`src/rtl/utm_pkg.sv`:
```
`timescale 1ns/1ps
package utm_pkg;
  localparam int CTL_W        = 2;
  localparam int CTL_UDIS_BIT = 0;
  localparam int CTL_FORCE_BIT = 1;
endpackage

```
`src/rtl/utm_prescaler.sv`:
```
`timescale 1ns/1ps
module utm_prescaler #(
  parameter int PSC_W = 16
) (
  input  logic             clk,
  input  logic             rst,
  input  logic             en,
  input  logic             upd,
  input  logic             psc_we,
  input  logic [PSC_W-1:0] psc_wdata,
  output logic             tick
);
  logic [PSC_W-1:0] pre_q, act_q, div_q;

  assign tick = en && (div_q == act_q);

  always_ff @(posedge clk) begin
    if (rst) begin
      pre_q <= '0;
      act_q <= '0;
      div_q <= '0;
    end else begin
      if (psc_we) pre_q <= psc_wdata;
      if (upd) begin
        act_q <= pre_q;
        div_q <= '0;
      end else if (en) begin
        div_q <= tick ? '0 : div_q + 1'b1;
      end
    end
  end

  // active ratio moves only on an update event
  assert_psc_hold_R5: assert property (@(posedge clk) disable iff (rst)
    !upd |=> $stable(act_q));
  // divider frozen while disabled and no update
  assert_div_hold_R9: assert property (@(posedge clk) disable iff (rst)
    (!en && !upd) |=> $stable(div_q));
endmodule

```
`src/rtl/utm_counter.sv`:
```
`timescale 1ns/1ps
module utm_counter #(
  parameter int CNT_W = 16
) (
  input  logic             clk,
  input  logic             rst,
  input  logic             tick,
  input  logic             upd,
  input  logic             arr_we,
  input  logic [CNT_W-1:0] arr_wdata,
  output logic [CNT_W-1:0] cnt_q,
  output logic             wrap
);
  logic [CNT_W-1:0] pre_q, act_q;

  assign wrap = tick && (cnt_q == act_q);

  always_ff @(posedge clk) begin
    if (rst) begin
      pre_q <= '1;
      act_q <= '1;
      cnt_q <= '0;
    end else begin
      if (arr_we) pre_q <= arr_wdata;
      if (upd) begin
        act_q <= pre_q;
        cnt_q <= '0;
      end else if (tick) begin
        cnt_q <= wrap ? '0 : cnt_q + 1'b1;
      end
    end
  end

  // counter never passes the active limit
  assert_cnt_le_arr_R1: assert property (@(posedge clk) disable iff (rst)
    cnt_q <= act_q);
  // active limit moves only on an update event
  assert_arr_hold_R6: assert property (@(posedge clk) disable iff (rst)
    !upd |=> $stable(act_q));
endmodule

```
`src/rtl/utm_repcnt.sv`:
```
`timescale 1ns/1ps
module utm_repcnt #(
  parameter int REP_W = 8
) (
  input  logic             clk,
  input  logic             rst,
  input  logic             wrap,
  input  logic             upd,
  input  logic             rep_we,
  input  logic [REP_W-1:0] rep_wdata,
  output logic             rep_zero
);
  logic [REP_W-1:0] pre_q, rem_q;

  assign rep_zero = (rem_q == '0);

  always_ff @(posedge clk) begin
    if (rst) begin
      pre_q <= '0;
      rem_q <= '0;
    end else begin
      if (rep_we) pre_q <= rep_wdata;
      if (upd) rem_q <= pre_q;
      else if (wrap && !rep_zero) rem_q <= rem_q - 1'b1;
    end
  end

  // remaining count changes only on an overflow or an update
  assert_rep_step_R3: assert property (@(posedge clk) disable iff (rst)
    (!wrap && !upd) |=> $stable(rem_q));
endmodule

```
`src/rtl/prescaled_uptimer.sv`:
```
`timescale 1ns/1ps
module prescaled_uptimer
  import utm_pkg::*;
#(
  parameter int CNT_W = 16,
  parameter int PSC_W = 16,
  parameter int REP_W = 8
) (
  input  logic             clk,
  input  logic             rst,
  input  logic             cnt_en,
  input  logic             psc_we,
  input  logic [PSC_W-1:0] psc_wdata,
  input  logic             arr_we,
  input  logic [CNT_W-1:0] arr_wdata,
  input  logic             rep_we,
  input  logic [REP_W-1:0] rep_wdata,
  input  logic             ctl_we,
  input  logic [CTL_W-1:0] ctl_wdata,
  output logic [CNT_W-1:0] cnt_value,
  output logic             ovf,
  output logic             uev
);
  logic udis_q, force_upd, upd, tick, wrap, rep_zero;
  logic uev_q, ovf_q;
  logic [CNT_W-1:0] cnt_q;

  assign force_upd = ctl_we && ctl_wdata[CTL_FORCE_BIT];
  assign upd = force_upd || (wrap && rep_zero && !udis_q);

  utm_prescaler #(.PSC_W(PSC_W)) u_psc (
    .clk(clk), .rst(rst), .en(cnt_en), .upd(upd),
    .psc_we(psc_we), .psc_wdata(psc_wdata), .tick(tick)
  );

  utm_counter #(.CNT_W(CNT_W)) u_cnt (
    .clk(clk), .rst(rst), .tick(tick), .upd(upd),
    .arr_we(arr_we), .arr_wdata(arr_wdata), .cnt_q(cnt_q), .wrap(wrap)
  );

  utm_repcnt #(.REP_W(REP_W)) u_rep (
    .clk(clk), .rst(rst), .wrap(wrap), .upd(upd),
    .rep_we(rep_we), .rep_wdata(rep_wdata), .rep_zero(rep_zero)
  );

  always_ff @(posedge clk) begin
    if (rst) begin
      udis_q <= 1'b0;
      uev_q  <= 1'b0;
      ovf_q  <= 1'b0;
    end else begin
      if (ctl_we) udis_q <= ctl_wdata[CTL_UDIS_BIT];
      uev_q <= upd;
      ovf_q <= wrap;
    end
  end

  assign cnt_value = cnt_q;
  assign uev = uev_q;
  assign ovf = ovf_q;

  // an update pulse is seen with the counter at zero
  assert_uev_zero_R4: assert property (@(posedge clk) disable iff (rst)
    uev |-> (cnt_value == '0));
  // stored disable flag blocks overflow-driven updates
  assert_udis_block_R8: assert property (@(posedge clk) disable iff (rst)
    (udis_q && !force_upd) |=> !uev);
  // a forced update always yields a pulse
  assert_force_pulse_R7: assert property (@(posedge clk) disable iff (rst)
    force_upd |=> (uev && cnt_value == '0));
  // counter frozen while disabled and no forced update
  assert_hold_R9: assert property (@(posedge clk) disable iff (rst)
    (!cnt_en && !force_upd) |=> ($stable(cnt_value) && !ovf));
endmodule

```
`config.mk`:
```
export PLATFORM = sky130hd
export DESIGN_NAME = prescaled_uptimer
export DESIGN_NICKNAME = d
export VERILOG_FILES = /design/src/rtl/utm_pkg.sv /design/src/rtl/utm_prescaler.sv /design/src/rtl/utm_counter.sv /design/src/rtl/utm_repcnt.sv /design/src/rtl/prescaled_uptimer.sv
export SDC_FILE = /design/constraint.sdc
export NUM_CORES = 1
export LEC_CHECK = 0
export ABC_AREA = 1
export BUFFER_PORTS_ARGS = -buffer_cell sky130_fd_sc_hd__buf_2
export CORE_MARGIN = 5
export CORE_UTILIZATION = 38
export CTS_CLUSTER_DIAMETER = 100
export DETAILED_ROUTE_END_ITERATION = 10
export PLACE_DENSITY = 0.54
export SETUP_SLACK_MARGIN = 0.2
export SYNTH_ARGS = -nofsm -noshare
export SYNTH_HDL_FRONTEND = slang
export SYNTH_SLANG_ARGS = --single-unit
```
`constraint.sdc`:
```
create_clock -name clk -period 4.35 [get_ports clk]
set_input_delay 0 -clock clk [delete_from_list [all_inputs] [get_ports clk]]
set_output_delay 0 -clock clk [all_outputs]
set_load 0.01 [all_outputs]
```
==> results.json, run 1 <==
{
  "drt-initial-drc-count": 328,
  "num_rows": 43,
  "wl_um": 14300,
  "grt_max_degree": 43,
  "crit_arrival_ns": 2.71,
  "cp_top_family": "simple AND/OR/NAND/NOR gates",
  "cts_root_buffer": "clkbuf_16",
  "finalPower_w": 0.00269,
  "peakVddDrop_uv": 259,
  "hold_depth": 3,
  "post-route-drc-count": 0,
  "netlist_instances": 771,
  "r2r_end": "u_psc.act_q[8]",
  "routed_via_density": 4.70,
  "fillers": 1378,
  "postCtsHoldBufs": 55,
  "cp-start-kind": "register",
  "hp-class": "in -> reg",
  "hold_path_startpoint": "arr_we",
  "fmax_mhz": 418,
  "ys_seq_area_frac": 0.431,
  "clk_path_buf_depth": 2,
  "htree_levels": 4,
  "whs_endpoint": "u_cnt.pre_q[6]",
  "antenna_found_initial": 0,
  "multi_input_area_sq_um": 2580,
  "cp.required_ns": 4.67,
  "ios": 67,
  "slew_headroom": 0.203,
  "path_buf_inv": 1,
  "track_usage": 0.184,
  "drive_gt1_frac": 0.132,
  "skew_ns": 0.00773,
  "ys_ff_latch": 115,
  "fin_crit_sh": 0.550,
  "finalMaxSlewViolations": 0,
  "crit_chain": "xor2_1 -> nor2_1 -> nand2_1 -> nor2_1 -> nand2_1 -> nor2_4 -> nand2_4 -> nand2_8 -> nor2_8 -> clkinv_2 -> o21ai_0",
  "grt_setup_unrepaired": "no",
  "worst_path_max_delay_cell": "dfxtp_1",
  "layout.nets": 944,
  "final_common_cell": "nand2_1",
  "cts_tree": "done",
  "setup-tns-final_ns": 0,
  "worst-r2r-cell-count": 11,
  "drv_cap": 0,
  "ctsResizeCount": 0,
  "io_buffers": 66,
  "synthTopCellsByArea": "dfxtp_1 43%, nand2_1 14%, nor2_1 9.1%",
  "seq_area_sq_um": 2300,
  "die_w_um": 129,
  "die_y_um": 129,
  "setup_viol": 0,
  "clk_latency_ns": 0.41,
  "hpwlAfterDp_um": 10300,
  "drt-pass1-iter-count": 6,
  "synth_top_area_cell": "dfxtp_1",
  "power.density_nw_per_um2": 390,
  "worst_path_largest_cell_delay_ns": 0.43,
  "postSynthAreaPerCell_sq_um": 6.93,
  "endpoint_kind": "register",
  "antenna_left": 0,
  "regToRegSetupSlack_ns": 1.96,
  "cellLeakagePower_nw": 3.12,
  "crit_type": "reg -> reg",
  "synthesis.area_sq_um": 5350,
  "worstReg2RegStart": "u_cnt.cnt_q[2]",
  "yosysWarnings": 0,
  "gp_congestion": 0.935,
  "status": "finished, final reports clean",
  "core_region_area_sq_um": 13800,
  "num_vias": 5090,
  "grt_pass1_vias": 5128,
  "areaGrowthSynthToFinish_pct": 28.9,
  "post_cts_buffers": 0,
  "clk_pin_slew_worst_paths_ns": 0.05,
  "synth_cell_types": 36,
  "hold_viol_final": 0,
  "crit_fanout": 25,
  "start_util": 0.387,
  "grt_pass1_wl_um": 24300,
  "dieArea_sq_um": 16500,
  "worst_slew_pin_slew_ns": 1.19,
  "routedWlPerCell_um": 13.2,
  "synth_fp_nets": 824,
  "fin_crit_ns": 2.39,
  "cts_buffers": 17,
  "grt-ovfl-total": 0,
  "final_cell_mix": "199 x nand2_1, 130 x nor2_1, 115 x dfxtp_1, 88 x inv_1, 66 x buf_2",
  "insertedDiodeCount": 0,
  "cts.sinks": 115,
  "synth_top_area_share": 0.431
}
-- worst max path at each step --
stage                                from              to  slack [ns]  depth (start not counted)
after CTS                 u_cnt.cnt_q[11]  u_psc.act_q[8]        1.91                         14
after detailed placement  u_cnt.cnt_q[11]  u_psc.act_q[8]        1.96                         14
after global placement     u_cnt.cnt_q[0]  u_psc.act_q[8]        1.96                         14
after global routing       u_psc.div_q[0]  u_psc.act_q[8]        1.68                         14
after floorplan            u_cnt.cnt_q[7]  u_cnt.act_q[1]        2.55                         14
final                      u_cnt.cnt_q[2]  u_psc.act_q[8]        1.96                         11
-- metal layers --
metal / global-route usage / wire, um / up-vias
li1: - / - / 2662
met1: 0.226 / 6640 / 2300
met2: 0.314 / 6810 / 107
met3: 0.0457 / 590 / 21
met4: 0.0649 / 264 / 0
met5: 0 / 0 / -
-- Yosys cell counts (all sizes together) --
library cell,instances
a21oi,42
a31oi,1
and3,2
buf,8
clkbuf,12
clkinv,1
dfxtp,115
ha,4
inv,93
nand2,204
nand3,50
nand3b,1
nand4,6
nor2,135
nor3,18
nor4,2
o21ai,44
o22ai,6
o31ai,1
or2,1
xnor2,5
xor2,20
-- kinds of logic after synthesis --
group	Yosys count	share of synthesized area
buf+inv	114	0.0871
xor+xnor	25	0.0410
fa+ha+maj	4	0.00936
flops	115	0.431
simple gates	419	0.333
compound gates	94	0.0985
-- stage by stage --
step,worst slack (ns),area [sq um],instances,hold slack [ns],utilization
CTS,1.91,6890,1083,0.00821,0.498
global route,1.68,6890,1083,0.0392,0.498
detailed placement,1.96,5790,997,0.212,0.419
finish,1.96,6890,1083,0.0161,0.498
floorplan,2.55,5350,771,0.0945,-
global placement,1.96,5790,997,0.206,0.419
-- power breakdown --
part	internal, W	total (W)	switching, W
Sequential	0.00110	0.00112	0.0000247
Combinational	0.000114	0.000268	0.000154
Clock	0.000840	0.00130	0.000457
Total	0.00205	0.00269	0.000636
-- state kept, by name (all words and copies together) (netlist names), 8 cells and up --
| name | flops |
|---|---|
| u_rep.rem_q | 8 |
| u_cnt.pre_q | 16 |
| u_cnt.cnt_q | 16 |
| u_psc.div_q | 16 |
| u_psc.pre_q | 16 |
| u_rep.pre_q | 8 |
| u_psc.act_q | 16 |
| u_cnt.act_q | 16 |
-- tightest hold or removal path: stages --
cell,delay [ns]
buf_2,0.21
nand2_1,0.09
nand3_1,0.07
-- cell type report --
type / count / area share
clock buffer: 27 / 0.0730
clock inverter: 4 / 0.00690
inverter: 94 / 0.0514
multi-input combinational: 542 / 0.374
sequential: 115 / 0.334
tap: 180 / 0.0327
timing repair buffer: 121 / 0.128
Power figures use the tool's default switching activity.
==> run 2, diff against run 1 <==
- PLACE_DENSITY: 0.54 -> 0.56
- clock period: 4.35 -> 1.99 ns (I/O delays scaled with it)
==> run 2 against run 1 <==
  * Utilization grew 8.0 points
  * Worst setup slack lost 1.8 ns
  * First-iteration DRC count shrank 22%
  * Critical path type unchanged
==> results.json, run 2 (synthesis gave the netlist of run 1 again) <==
{
  "drt-pass1-iter-count": 4,
  "num_rows": 43,
  "fillers": 1250,
  "grt_pass1_wl_um": 25300,
  "crit_arrival_ns": 2.18,
  "dieArea_sq_um": 16500,
  "cts_tree": "done",
  "hpwlAfterDp_um": 10700,
  "grt-ovfl-total": 0,
  "cts_root_buffer": "clkbuf_16",
  "grt_pass1_vias": 5519,
  "hold_viol_final": 0,
  "antenna_left": 0,
  "antenna_found_initial": 0,
  "peakVddDrop_uv": 798,
  "post-route-drc-count": 0,
  "io_buffers": 66,
  "drt-initial-drc-count": 255,
  "htree_levels": 4,
  "crit_type": "reg -> reg",
  "core_region_area_sq_um": 13800,
  "worst-r2r-cell-count": 14,
  "cp-start-kind": "register",
  "worst_slew_pin_slew_ns": 0.618,
  "grt_setup_unrepaired": "yes",
  "die_y_um": 129,
  "ios": 67,
  "die_w_um": 129,
  "grt_max_degree": 26,
  "crit_fanout": 5,
  "drive_gt1_frac": 0.326,
  "clk_path_buf_depth": 2,
  "endpoint_kind": "register",
  "final_cell_mix": "167 x nand2_1, 90 x nor2_1, 82 x dfxtp_1, 78 x inv_1, 66 x buf_2",
  "clk_pin_slew_worst_paths_ns": 0.05,
  "cts_buffers": 17,
  "num_vias": 5452,
  "wl_um": 16200,
  "insertedDiodeCount": 0,
  "cellLeakagePower_nw": 3.52,
  "cts.sinks": 115,
  "layout.nets": 995,
  "skew_ns": 0.00630,
  "finalMaxSlewViolations": 0,
  "clk_latency_ns": 0.42,
  "slew_headroom": 0.587,
  "areaGrowthSynthToFinish_pct": 49.6,
  "drv_cap": 0,
  "routed_via_density": 4.81,
  "gp_congestion": 0.893,
  "routedWlPerCell_um": 14.2,
  "hold_depth": 3,
  "hp-class": "in -> reg",
  "track_usage": 0.192,
  "final_util": 0.578,
  "status": "finished, final reports clean",
  "fin_crit_sh": 0.944,
  "start_util": 0.387,
  "fmax_mhz": 532,
  "power.density_nw_per_um2": 789,
  "setup_viol": 0,
  "finalPower_w": 0.00631,
  "fin_crit_ns": 1.88,
  "cp.required_ns": 2.29,
  "final_common_cell": "nand2_1"
}
[run 2: cell count changes in the layout (fill, tap and decap cells not counted), moves of 9 or more]
cell / delta
o21ai_0: -9
nor2_2: +20
buf_4: +34
dfxtp_2: +25
nor2_4: +20
inv_2: +9
nand2_2: +26
nor2_1: -40
inv_1: -10
nand2_1: -32
dfxtp_1: -33
[run 2: repair_timing]
item | 4_1_cts | 5_1_grt
endpoints found under the hold margin | 51 | 0
pin swaps | 9 | 32
hold buffers | 56 | 0
setup endpoints to repair | 72 | 72
gates resized for setup | 63 | 143
cloned | 1 | 3
buffers inserted | 6 | 9
[run 2: routing by layer]
layer | GRT usage | part of all wire | up-vias
met2 | 0.326 | 0.49 | 108
li1 | - | - | 2774
met4 | 0.105 | 0.043 | 0
met5 | 0 | 0 | -
met3 | 0.0498 | 0.042 | 42
met1 | 0.220 | 0.43 | 2528
[run 2: worst max-delay path, cell delays in order (launching register included)]
cell       delay, ns
dfxtp_2         0.34
buf_6           0.12
nand2_4         0.06
nand2_2         0.06
nor2_1          0.12
nand2_1         0.07
nor2_2          0.12
nand3_4         0.13
nor2_4          0.17
nand2_4         0.08
nand2_8         0.10
nand2_8         0.10
clkbuf_16       0.19
nor2_2          0.07
a21oi_1         0.04
[run 2: final timing paths]
path	from	end	slack, ns
max	u_psc.div_q[12]	u_cnt.act_q[12]	0.11
min	rep_we	u_rep.pre_q[2]	0.04
max reg2reg	u_psc.div_q[12]	u_cnt.act_q[12]	0.11
min reg2reg	u_cnt.act_q[4]	u_cnt.act_q[4]	0.46
[run 2: power breakdown]
part           internal, W  total, W  switching, W
combinational     0.000346  0.000775      0.000430
sequential         0.00239   0.00246     0.0000680
clock              0.00201   0.00307       0.00106
[run 2: final cells by class]
class | instances | area, sq um | area share
Tap cell | 180 | 225 | 0.0282
Clock buffer | 21 | 460 | 0.0576
Inverter | 94 | 365 | 0.0457
Multi-Input combinational cell | 543 | 3060 | 0.383
Sequential cell | 115 | 2360 | 0.296
Clock inverter | 10 | 133 | 0.0166
Timing Repair Buffer | 171 | 1390 | 0.174
[run 2: stage by stage]
| stage | setup slack (ns) | hold WS (ns) | area (sq um) | setup TNS [ns] | cells |
|---|---|---|---|---|---|
| 6_report | 0.111 | 0.0392 | 8000 | 0 | 1134 |
| 5_1_grt | -0.00895 | 0.0751 | 8000 | -0.00895 | 1134 |
| 4_1_cts | 0.182 | 0.0140 | 7440 | 0 | 1122 |
| 3_5_place_dp | -0.0138 | 0.210 | 6050 | -0.0502 | 1028 |
| 3_3_place_gp | 0.00247 | 0.202 | 6050 | 0 | 1028 |
| 2_1_floorplan | 0.202 | 0.0945 | 5350 | 0 | 771 |
